### src/rtl/gpio_port_pkg.sv
package gpio_port_pkg;

    localparam int unsigned ADDR_W  = 6;
    localparam int unsigned DATA_W  = 32;
    localparam int unsigned SYNC_FF = 2;

    localparam logic [ADDR_W-1:0] W_OUT_SET  = 6'd0;
    localparam logic [ADDR_W-1:0] W_OUT_CLR  = 6'd1;
    localparam logic [ADDR_W-1:0] W_OUT_TGL  = 6'd2;
    localparam logic [ADDR_W-1:0] W_DIR_SET  = 6'd3;
    localparam logic [ADDR_W-1:0] W_DIR_CLR  = 6'd4;
    localparam logic [ADDR_W-1:0] W_PIN_WORD = 6'd5;
    localparam logic [ADDR_W-1:0] W_IRQ_MODE = 6'd6;
    localparam logic [ADDR_W-1:0] W_IRQ_POL  = 6'd7;
    localparam logic [ADDR_W-1:0] W_IRQ_STAT = 6'd8;
    localparam logic [ADDR_W-1:0] W_IRQ_EN   = 6'd9;
    localparam logic [ADDR_W-1:0] W_PIN_BASE = 6'd32;

    typedef struct packed {
        logic out_set;
        logic out_clr;
        logic out_tgl;
        logic dir_set;
        logic dir_clr;
        logic mode_wr;
        logic pol_wr;
        logic stat_clr;
        logic en_wr;
    } wr_strobe_t;

    function automatic wr_strobe_t decode_write(input logic we, input logic [ADDR_W-1:0] a);
        wr_strobe_t s;
        s.out_set  = we && (a == W_OUT_SET);
        s.out_clr  = we && (a == W_OUT_CLR);
        s.out_tgl  = we && (a == W_OUT_TGL);
        s.dir_set  = we && (a == W_DIR_SET);
        s.dir_clr  = we && (a == W_DIR_CLR);
        s.mode_wr  = we && (a == W_IRQ_MODE);
        s.pol_wr   = we && (a == W_IRQ_POL);
        s.stat_clr = we && (a == W_IRQ_STAT);
        s.en_wr    = we && (a == W_IRQ_EN);
        return s;
    endfunction

endpackage

### src/rtl/gpio_in_sync.sv
module gpio_in_sync #(
    parameter int unsigned W      = 32,
    parameter int unsigned STAGES = 2
) (
    input  logic         clk,
    input  logic         rst,
    input  logic [W-1:0] d,
    output logic [W-1:0] q
);
    logic [W-1:0] chain [STAGES];

    always_ff @(posedge clk) begin
        if (rst) begin
            for (int i = 0; i < STAGES; i++) chain[i] <= '0;
        end else begin
            chain[0] <= d;
            for (int i = 1; i < STAGES; i++) chain[i] <= chain[i-1];
        end
    end

    assign q = chain[STAGES-1];
endmodule

### src/rtl/gpio_port_regs.sv
module gpio_port_regs
    import gpio_port_pkg::*;
#(
    parameter int unsigned NPIN = 32
) (
    input  logic            clk,
    input  logic            rst,
    input  wr_strobe_t      stb,
    input  logic [NPIN-1:0] wd,
    output logic [NPIN-1:0] out_q,
    output logic [NPIN-1:0] dir_q,
    output logic [NPIN-1:0] mode_q,
    output logic [NPIN-1:0] pol_q,
    output logic [NPIN-1:0] en_q
);
    logic [NPIN-1:0] out_n, dir_n;

    always_comb begin
        out_n = out_q;
        if (stb.out_set) out_n = out_q | wd;
        if (stb.out_clr) out_n = out_q & ~wd;
        if (stb.out_tgl) out_n = out_q ^ wd;
        dir_n = dir_q;
        if (stb.dir_set) dir_n = dir_q | wd;
        if (stb.dir_clr) dir_n = dir_q & ~wd;
    end

    always_ff @(posedge clk) begin
        if (rst) begin
            out_q  <= '0;
            dir_q  <= '0;
            mode_q <= '0;
            pol_q  <= '0;
            en_q   <= '0;
        end else begin
            out_q <= out_n;
            dir_q <= dir_n;
            if (stb.mode_wr) mode_q <= wd;
            if (stb.pol_wr)  pol_q  <= wd;
            if (stb.en_wr)   en_q   <= wd;
        end
    end
endmodule

### src/rtl/gpio_pin_irq.sv
module gpio_pin_irq #(
    parameter int unsigned NPIN = 32
) (
    input  logic            clk,
    input  logic            rst,
    input  logic [NPIN-1:0] lvl,
    input  logic [NPIN-1:0] edge_sel,
    input  logic [NPIN-1:0] low_sel,
    input  logic [NPIN-1:0] en,
    input  logic            clr_stb,
    input  logic [NPIN-1:0] clr_mask,
    output logic [NPIN-1:0] stat_q,
    output logic [NPIN-1:0] hit,
    output logic            irq_q
);
    logic [NPIN-1:0] prev_q;

    for (genvar p = 0; p < NPIN; p++) begin : g_pin
        logic now_act, was_act;
        assign now_act = lvl[p] ^ low_sel[p];
        assign was_act = prev_q[p] ^ low_sel[p];
        assign hit[p]  = edge_sel[p] ? (now_act & ~was_act) : now_act;
    end

    always_ff @(posedge clk) begin
        if (rst) begin
            prev_q <= '0;
            stat_q <= '0;
            irq_q  <= 1'b0;
        end else begin
            prev_q <= lvl;
            stat_q <= (stat_q & ~(clr_stb ? clr_mask : '0)) | hit;
            irq_q  <= |(stat_q & en);
        end
    end
endmodule

### src/rtl/gpio_irq_port.sv
module gpio_irq_port
    import gpio_port_pkg::*;
#(
    parameter int unsigned NPIN = 32
) (
    input  logic              clk,
    input  logic              rst,
    input  logic              bus_we,
    input  logic [ADDR_W-1:0] bus_addr,
    input  logic [DATA_W-1:0] bus_wdata,
    output logic [DATA_W-1:0] bus_rdata,
    input  logic [NPIN-1:0]   pad_in,
    output logic [NPIN-1:0]   pad_out,
    output logic [NPIN-1:0]   pad_oe,
    output logic              irq
);
    localparam int unsigned IW = (NPIN > 1) ? $clog2(NPIN) : 1;

    wr_strobe_t      stb;
    logic [NPIN-1:0] wd, lvl_s, out_q, dir_q, mode_q, pol_q, en_q, stat_q, hit_v;
    logic [IW-1:0]   pin_sel;

    assign stb     = decode_write(bus_we, bus_addr);
    assign wd      = bus_wdata[NPIN-1:0];
    assign pin_sel = bus_addr[IW-1:0];

    gpio_in_sync #(.W(NPIN), .STAGES(SYNC_FF)) u_sync (
        .clk(clk), .rst(rst), .d(pad_in), .q(lvl_s)
    );

    gpio_port_regs #(.NPIN(NPIN)) u_regs (
        .clk(clk), .rst(rst), .stb(stb), .wd(wd),
        .out_q(out_q), .dir_q(dir_q), .mode_q(mode_q), .pol_q(pol_q), .en_q(en_q)
    );

    gpio_pin_irq #(.NPIN(NPIN)) u_irq (
        .clk(clk), .rst(rst), .lvl(lvl_s), .edge_sel(mode_q), .low_sel(pol_q),
        .en(en_q), .clr_stb(stb.stat_clr), .clr_mask(wd),
        .stat_q(stat_q), .hit(hit_v), .irq_q(irq)
    );

    always_comb begin
        bus_rdata = '0;
        if (bus_addr >= W_PIN_BASE) begin
            if (int'(pin_sel) < NPIN && int'(bus_addr - W_PIN_BASE) < NPIN)
                bus_rdata[0] = lvl_s[pin_sel];
        end else begin
            case (bus_addr)
                W_OUT_SET:  bus_rdata[NPIN-1:0] = out_q;
                W_DIR_SET:  bus_rdata[NPIN-1:0] = dir_q;
                W_PIN_WORD: bus_rdata[NPIN-1:0] = lvl_s;
                W_IRQ_MODE: bus_rdata[NPIN-1:0] = mode_q;
                W_IRQ_POL:  bus_rdata[NPIN-1:0] = pol_q;
                W_IRQ_STAT: bus_rdata[NPIN-1:0] = stat_q;
                W_IRQ_EN:   bus_rdata[NPIN-1:0] = en_q;
                default:    bus_rdata = '0;
            endcase
        end
    end

    assign pad_out = out_q;
    assign pad_oe  = dir_q;
endmodule

### config.mk
export PLATFORM = sky130hd
export DESIGN_NAME = gpio_irq_port
export DESIGN_NICKNAME = d
export VERILOG_FILES = /design/src/rtl/gpio_port_pkg.sv /design/src/rtl/gpio_in_sync.sv /design/src/rtl/gpio_port_regs.sv /design/src/rtl/gpio_pin_irq.sv /design/src/rtl/gpio_irq_port.sv
export SDC_FILE = /design/constraint.sdc
export NUM_CORES = 1
export LEC_CHECK = 0
export ABC_AREA = 0
export BUFFER_PORTS_ARGS = -buffer_cell sky130_fd_sc_hd__clkbuf_2
export CORE_UTILIZATION = 35
export CTS_BUF_LIST = sky130_fd_sc_hd__clkbuf_4
export DETAILED_ROUTE_END_ITERATION = 10
export GPL_TIMING_DRIVEN = 0
export MAX_ROUTING_LAYER = met4
export SYNTH_ARGS = -nofsm -noshare
export SYNTH_HDL_FRONTEND = slang
export SYNTH_SLANG_ARGS = --single-unit
### constraint.sdc
create_clock -name clk -period 3.7 [get_ports clk]
set_input_delay 0.37 -clock clk [delete_from_list [all_inputs] [get_ports clk]]
set_output_delay 0.37 -clock clk [all_outputs]
set_load 0.02 [all_outputs]
[After elaboration in Yosys (flattened, before gate mapping)]
Memory sizes are Yosys's and may differ from the RTL's.
Index checks and enable logic that the tools add are counted.
Storage, ports and cells
  output and inout port bits: 97
  memory bits (writable): 64
  memories kept: 1
  register bits: 225
  logic and storage cells: 224
Memories
  u_sync.chain: depth 2, bits a word 32, read ports 2, clocked after Yosys merged registers in 0, write ports 2, RTL line gpio_in_sync.sv:10  | logic [W-1:0] chain [STAGES];
Operators by class
  reduce and logical (&&, ||, !) cells: 13
  multiplexer cells: 49
  bitwise logic cells: 140
  add/sub/neg operators: 1
  magnitude comparators: 3
  equality and inequality tests: 9
Operator list (count)
  $mux 32: 8
  $pmux 32 s7: 1
  $and 32x32->32: 4
  $or 32x32->32: 3
  $not 32->32: 2
  $xor 1x1->1: 64
  $mux 1: 38
  $and 1x1->1: 32
  $lt 32x6->1 const B: 1
  $not 1->1: 32
  $reduce_or 32->1: 1
  $xor 32x32->32: 1
  $mux 31: 1
  $eq 6x3->1 const B: 4
  $eq 6x2->1 const B: 2
  $eq 6x4->1 const B: 2
  $logic_and 1x1->1: 9
  $sub 6x6->7 const B: 1
  $eq 6x1->1 const B: 1
  $ge 6x6->1 const B: 1
  $logic_not 6->1: 1
  $lt 5x6->1 const B: 1
  $bmux 1 s5: 1
  $reduce_bool 3->1: 1
  2 further kinds: 3

[Logic depth before layout (Yosys ltp)]
  depth in word-level cells: 6
  gate-level depth with buffers: 8
  depth with buffers taken out: 4

[Modules after synthesis]
A second synthesis with hierarchy kept.
Second synthesis, totals
  cell total of the unflattened synthesis: 1417
  area, all modules: 13162.6 um2
Modules (own cells, without submodules)
  gpio_port_regs: cells each 605, area each 5962.0 um2, seq. area each 3203.1 um2, instances 1
  gpio_pin_irq: cells each 385, area each 3083.0 um2, seq. area each 1301.2 um2, instances 1
  gpio_in_sync: cells each 167, area each 2158.3 um2, seq. area each 1281.2 um2, instances 1
  gpio_irq_port: cells each 260, area each 1959.4 um2, seq. area each 0.0 um2, instances 1

[Worst setup path before layout]
OpenSTA, ideal clock, no wires.
  kind: input port to output port
  start point: input bus_addr[4]
  end point: output bus_rdata[10]
  buffers on the path: 3
  stages on the path: 7
  data required time: 3.330 ns
  path slack: 1.626 ns
  arrival time: 1.704 ns
  cell sequence: buf_4 and4bb_1 and2_0 clkbuf_1 buf_6 a221oi_1 nand3_1
Between the ends
  cells in the longest elaborated chain, start to end: 3
  elaborated cells on any way between the ends: 10
  classes of those cells: 1 x order compare; 6 x eq/ne; 2 x mux; 1 x reduce/logical
RTL lines
  start, declared: RTL line gpio_irq_port.sv:9  | input logic [ADDR_W-1:0] bus_addr,
  $eq 6x4->1 (tied with other cells): RTL line gpio_irq_port.sv:48  | case (bus_addr)
  $pmux 32 s7: RTL line gpio_irq_port.sv:48
  $mux 31 (*): RTL line gpio_irq_port.sv:44  | if (bus_addr >= W_PIN_BASE) begin
  end, declared: RTL line gpio_irq_port.sv:11  | output logic [DATA_W-1:0] bus_rdata,
Mark *: on every way between the ends. The rest lies on a longest branch, timed or not.

[Worst setup path in the final report]
  start point: input bus_addr[3]
  end point: output bus_rdata[23]
The elaborated chain is that of the path after synthesis.

==> load_flow_metrics.sql <==
INSERT INTO impl_metrics (metric_group, metric, value, unit) VALUES
('place', 'post_detail_place_hpwl', '33600', 'um'),
('floorplanning', 'boundaryPins', '170', ''),
('clock_tree', 'ctsRootBufferMaster', 'sky130_fd_sc_hd__clkbuf_4', ''),
('synth', 'synth_xor_area_frac', '0.0457', ''),
('global_route', 'grt_overflow', '0', ''),
('floorplanning', 'die_area', '36400', 'um2'),
('cells_and_area', 'mostFrequentLayoutCells', 'sky130_fd_sc_hd__dfxtp_1, sky130_fd_sc_hd__a21oi_1, sky130_fd_sc_hd__nand2_1', ''),
('pwr', 'power.combinational.fraction', '0.067', ''),
('synth', 'syn-instance-count', '1439', ''),
('synth', 'synth_cell_types', '44', ''),
('timing', 'highest_clock_rate', '330', 'MHz'),
('pwr', 'netSwitchingPower', '0.00169', 'W'),
('floorplanning', 'die_x', '191', 'um'),
('detailed_routing', 'dr_drc_count', '0', ''),
('detailed_routing', 'drt.antenna.violating_nets', '0', ''),
('place', 'placement.setup.worst_slack', '768', 'ps'),
('timing', 'finClkSkew', '52.9', 'ps'),
('global_route', 'grt_usage', '0.262', ''),
('timing', 'slew-limit-headroom', '0.299', ''),
('synth', 'ys_seq_elements', '289', ''),
('pwr', 'irDropWorstVdd', '0.213', 'mV'),
('clock_tree', 'max-clock-path-buffers', '3', ''),
('timing', 'slew_limit_fails', '0', ''),
('cells_and_area', 'post_route_cells_drive_above_1_share', '0.196', ''),
('global_route', 'number_of_global_route_vias_before_repair', '11300', ''),
('detailed_routing', 'post_drt_wl_per_cell', '21.3', 'um'),
('outcome', 'run_status', 'finished clean', ''),
('timing', 'unrepaired_setup_endpoints_after_global_routing', 'no', ''),
('cells_and_area', 'most_common_library_cell_in_the_layout_ignoring_fill_and_taps', 'sky130_fd_sc_hd__dfxtp_1', ''),
('timing', 'timing_worst_slew_pin_value', '1050', 'ps'),
('synth', 'dominant_combinational_cell_family_by_area_after_synthesis', 'simple AND/OR/NAND/NOR gates', ''),
('detailed_routing', 'wirelength', '46900', 'um'),
('clock_tree', 'cts.sink_count', '289', ''),
('detailed_routing', 'drtPass1Iterations', '9', ''),
('setup_path', 'critPathMostFrequentCell', 'sky130_fd_sc_hd__clkbuf_2', ''),
('flow_run', 'drv.max_cap_violation_count', '0', ''),
('synth', 'synth_adder_area_share', '0', ''),
('setup_path', 'critical_path_required', '3330', 'ps'),
('synth', 'synth_simple_gate_area_share', '0.218', ''),
('global_route', 'antenna_violations_before_repair', '1', ''),
('floorplanning', 'floorplan_core_area', '34800', 'um2'),
('synth', 'syn_nets', '1512', ''),
('pwr', 'internal-power', '0.00491', 'W'),
('floorplanning', 'die-height', '191', 'um'),
('detailed_routing', 'detailroute.via_count', '12000', ''),
('clock_tree', 'clock_tree.htree_level_count', '3', ''),
('timing', 'finalSetupViolations', '0', ''),
('floorplanning', 'initial_cell_density_of_the_core', '0.358', ''),
('timing', 'finalHoldViolCount', '0', ''),
('clock_tree', 'clock_tree_from_tritoncts', 'done', ''),
('setup_path', 'crit_path_max_fanout', '10', ''),
('timing', 'final_period_minus_worst_setup_slack', '3030', 'ps'),
('pwr', 'power_switching_share', '0.256', ''),
('place', 'portBuffers', '132', ''),
('setup_path', 'critPathMaxStageDelay', '650', 'ps'),
('setup_path', 'critical_path.slowest_cell', 'sky130_fd_sc_hd__clkbuf_1', ''),
('cells_and_area', 'area.growth.synth_to_final', '21.3', '%'),
('setup_path', 'timing.critical_path.arrival', '2660', 'ps'),
('clock_tree', 'cts_inserted_buffers', '80', ''),
('setup_path', 'path_class', 'input pin to output port', ''),
('setup_path', 'worstPathCellList', 'clkbuf_2, nor4_2, nor2b_1, clkbuf_1, a221oi_1, nand3_1, clkbuf_2', ''),
('synth', 'synth.yosys.seq_area_share', '0.464', ''),
('setup_path', 'cp_launch_type', 'input pin', ''),
('synth', 'total_number_of_yosys_warnings', '0', ''),
('pwr', 'clk_pwr_share', '0.440', ''),
('worst_hold_path', 'worstHoldPathType', 'input pin to flop', ''),
('synth', 'synth.avg_cell_area', '8.66', 'um2'),
('detailed_routing', 'detailedRoute.firstIterationViolations', '1132', ''),
('timing', 'fin_setup_tns', '0', 'ps'),
('cells_and_area', 'register_area', '5790', 'um2'),
('clock_tree', 'cts_resized', '0', '');
## stage by stage
stage	std cells	utilization	total power, W	cell area [um2]	hold slack [ps]
after floorplan	1439	-	0.00355	12500	414
after global placement	2026	0.394	0.00371	13700	420
after detailed placement	2026	0.394	0.00372	13700	420
after CTS	2197	0.435	0.00665	15100	3.25
after global routing	2198	0.435	0.00688	15100	31.9
final	2198	0.435	0.00660	15100	30.2
## routing by layer
layer  share of wire  vias up  track usage
met4           0.029        0        0.100
met3           0.090       94       0.0605
met2            0.46      574        0.399
met5               0        -            -
li1                -     5618            -
met1            0.43     5732        0.335
## cell usage after synthesis, drive strengths merged
cell type,instances,area (um2)
dfxtp,289,5790
xor2,33,289
a221oi,34,298
nor2b,98,613
or4b,2,23.8
o22ai,5,31.3
nand2,195,732
a2111oi,1,8.76
inv,3,11.3
nand3,35,175
nor3,34,320
nand2b,1,6.26
and2,5,31.3
nor2,69,262
a21oi,220,1100
a22oi,80,601
mux4,8,206
a211oi,32,240
and4,1,8.76
a22o,1,8.76
o21ai,32,179
xnor2,32,280
nor4,2,33.8
clkbuf,95,360
buf,54,339
o211ai,1,7.51
and4bb,1,12.5
nand4,35,219
nor4b,2,38.8
and3,39,244
## cell type report
type                    count  share of cell area
diodes                      1            0.000165
plain buffers             149              0.0462
clock buffers             110              0.0546
clock inverters            16              0.0100
inverters                   3            0.000744
multi-input cells         998               0.395
flip-flops and latches    289               0.382
well taps                 455              0.0376
repair buffers            177              0.0734
## worst max-delay path: cells and delay by family
| family | cells | cell delay (ps) |
|---|---|---|
| AND/OR/NAND/NOR | 3 | 1100 |
| AO/OA/AOI/OAI | 1 | 210 |
| buffers and inverters | 3 | 970 |
## timing repair
action / in CTS / in global routing
hold endpoints to repair: 56 / 0
buffers inserted: 0 / 0
hold buffers: 45 / 0
## kinds of logic (layout without fill, tap and decap cells)
kind of cell              Yosys count  after routing
buffers and inverters             152            455
xor gates and xnor gates           65             65
muxes                               8              8
other                               0              1
and+or+nand+nor                   519            519
DFF                               289            289
AOI/OAI and AO/OA                 406            406
## power groups by stage
stage / clock network [W] / logic, W / registers, W
floorplan: 0 / 0.000256 / 0.00329
global placement: 0 / 0.000398 / 0.00331
detailed placement: 0 / 0.000404 / 0.00331
CTS: 0.00296 / 0.000442 / 0.00324
global route: 0.00315 / 0.000478 / 0.00325
finish: 0.00291 / 0.000445 / 0.00325
## worst paths after layout
path / slack, ps / start / end / cells past startpoint
setup / recovery: 670 / bus_addr[3] / bus_rdata[23] / 7
hold / removal: 30 / bus_wdata[27] / u_regs.en_q[27]$_SDFFE_PP0P_ / 3
setup reg to reg: 2490 / u_irq.stat_q[12]$_SDFF_PP0_ / u_irq.irq_q$_SDFF_PP0_ / 4
hold reg to reg: 390 / u_sync.chain[0][21]$_SDFF_PP0_ / u_sync.chain[0][53]$_SDFF_PP0_ / 1
Note: power is estimated with default switching activity, not from simulation.
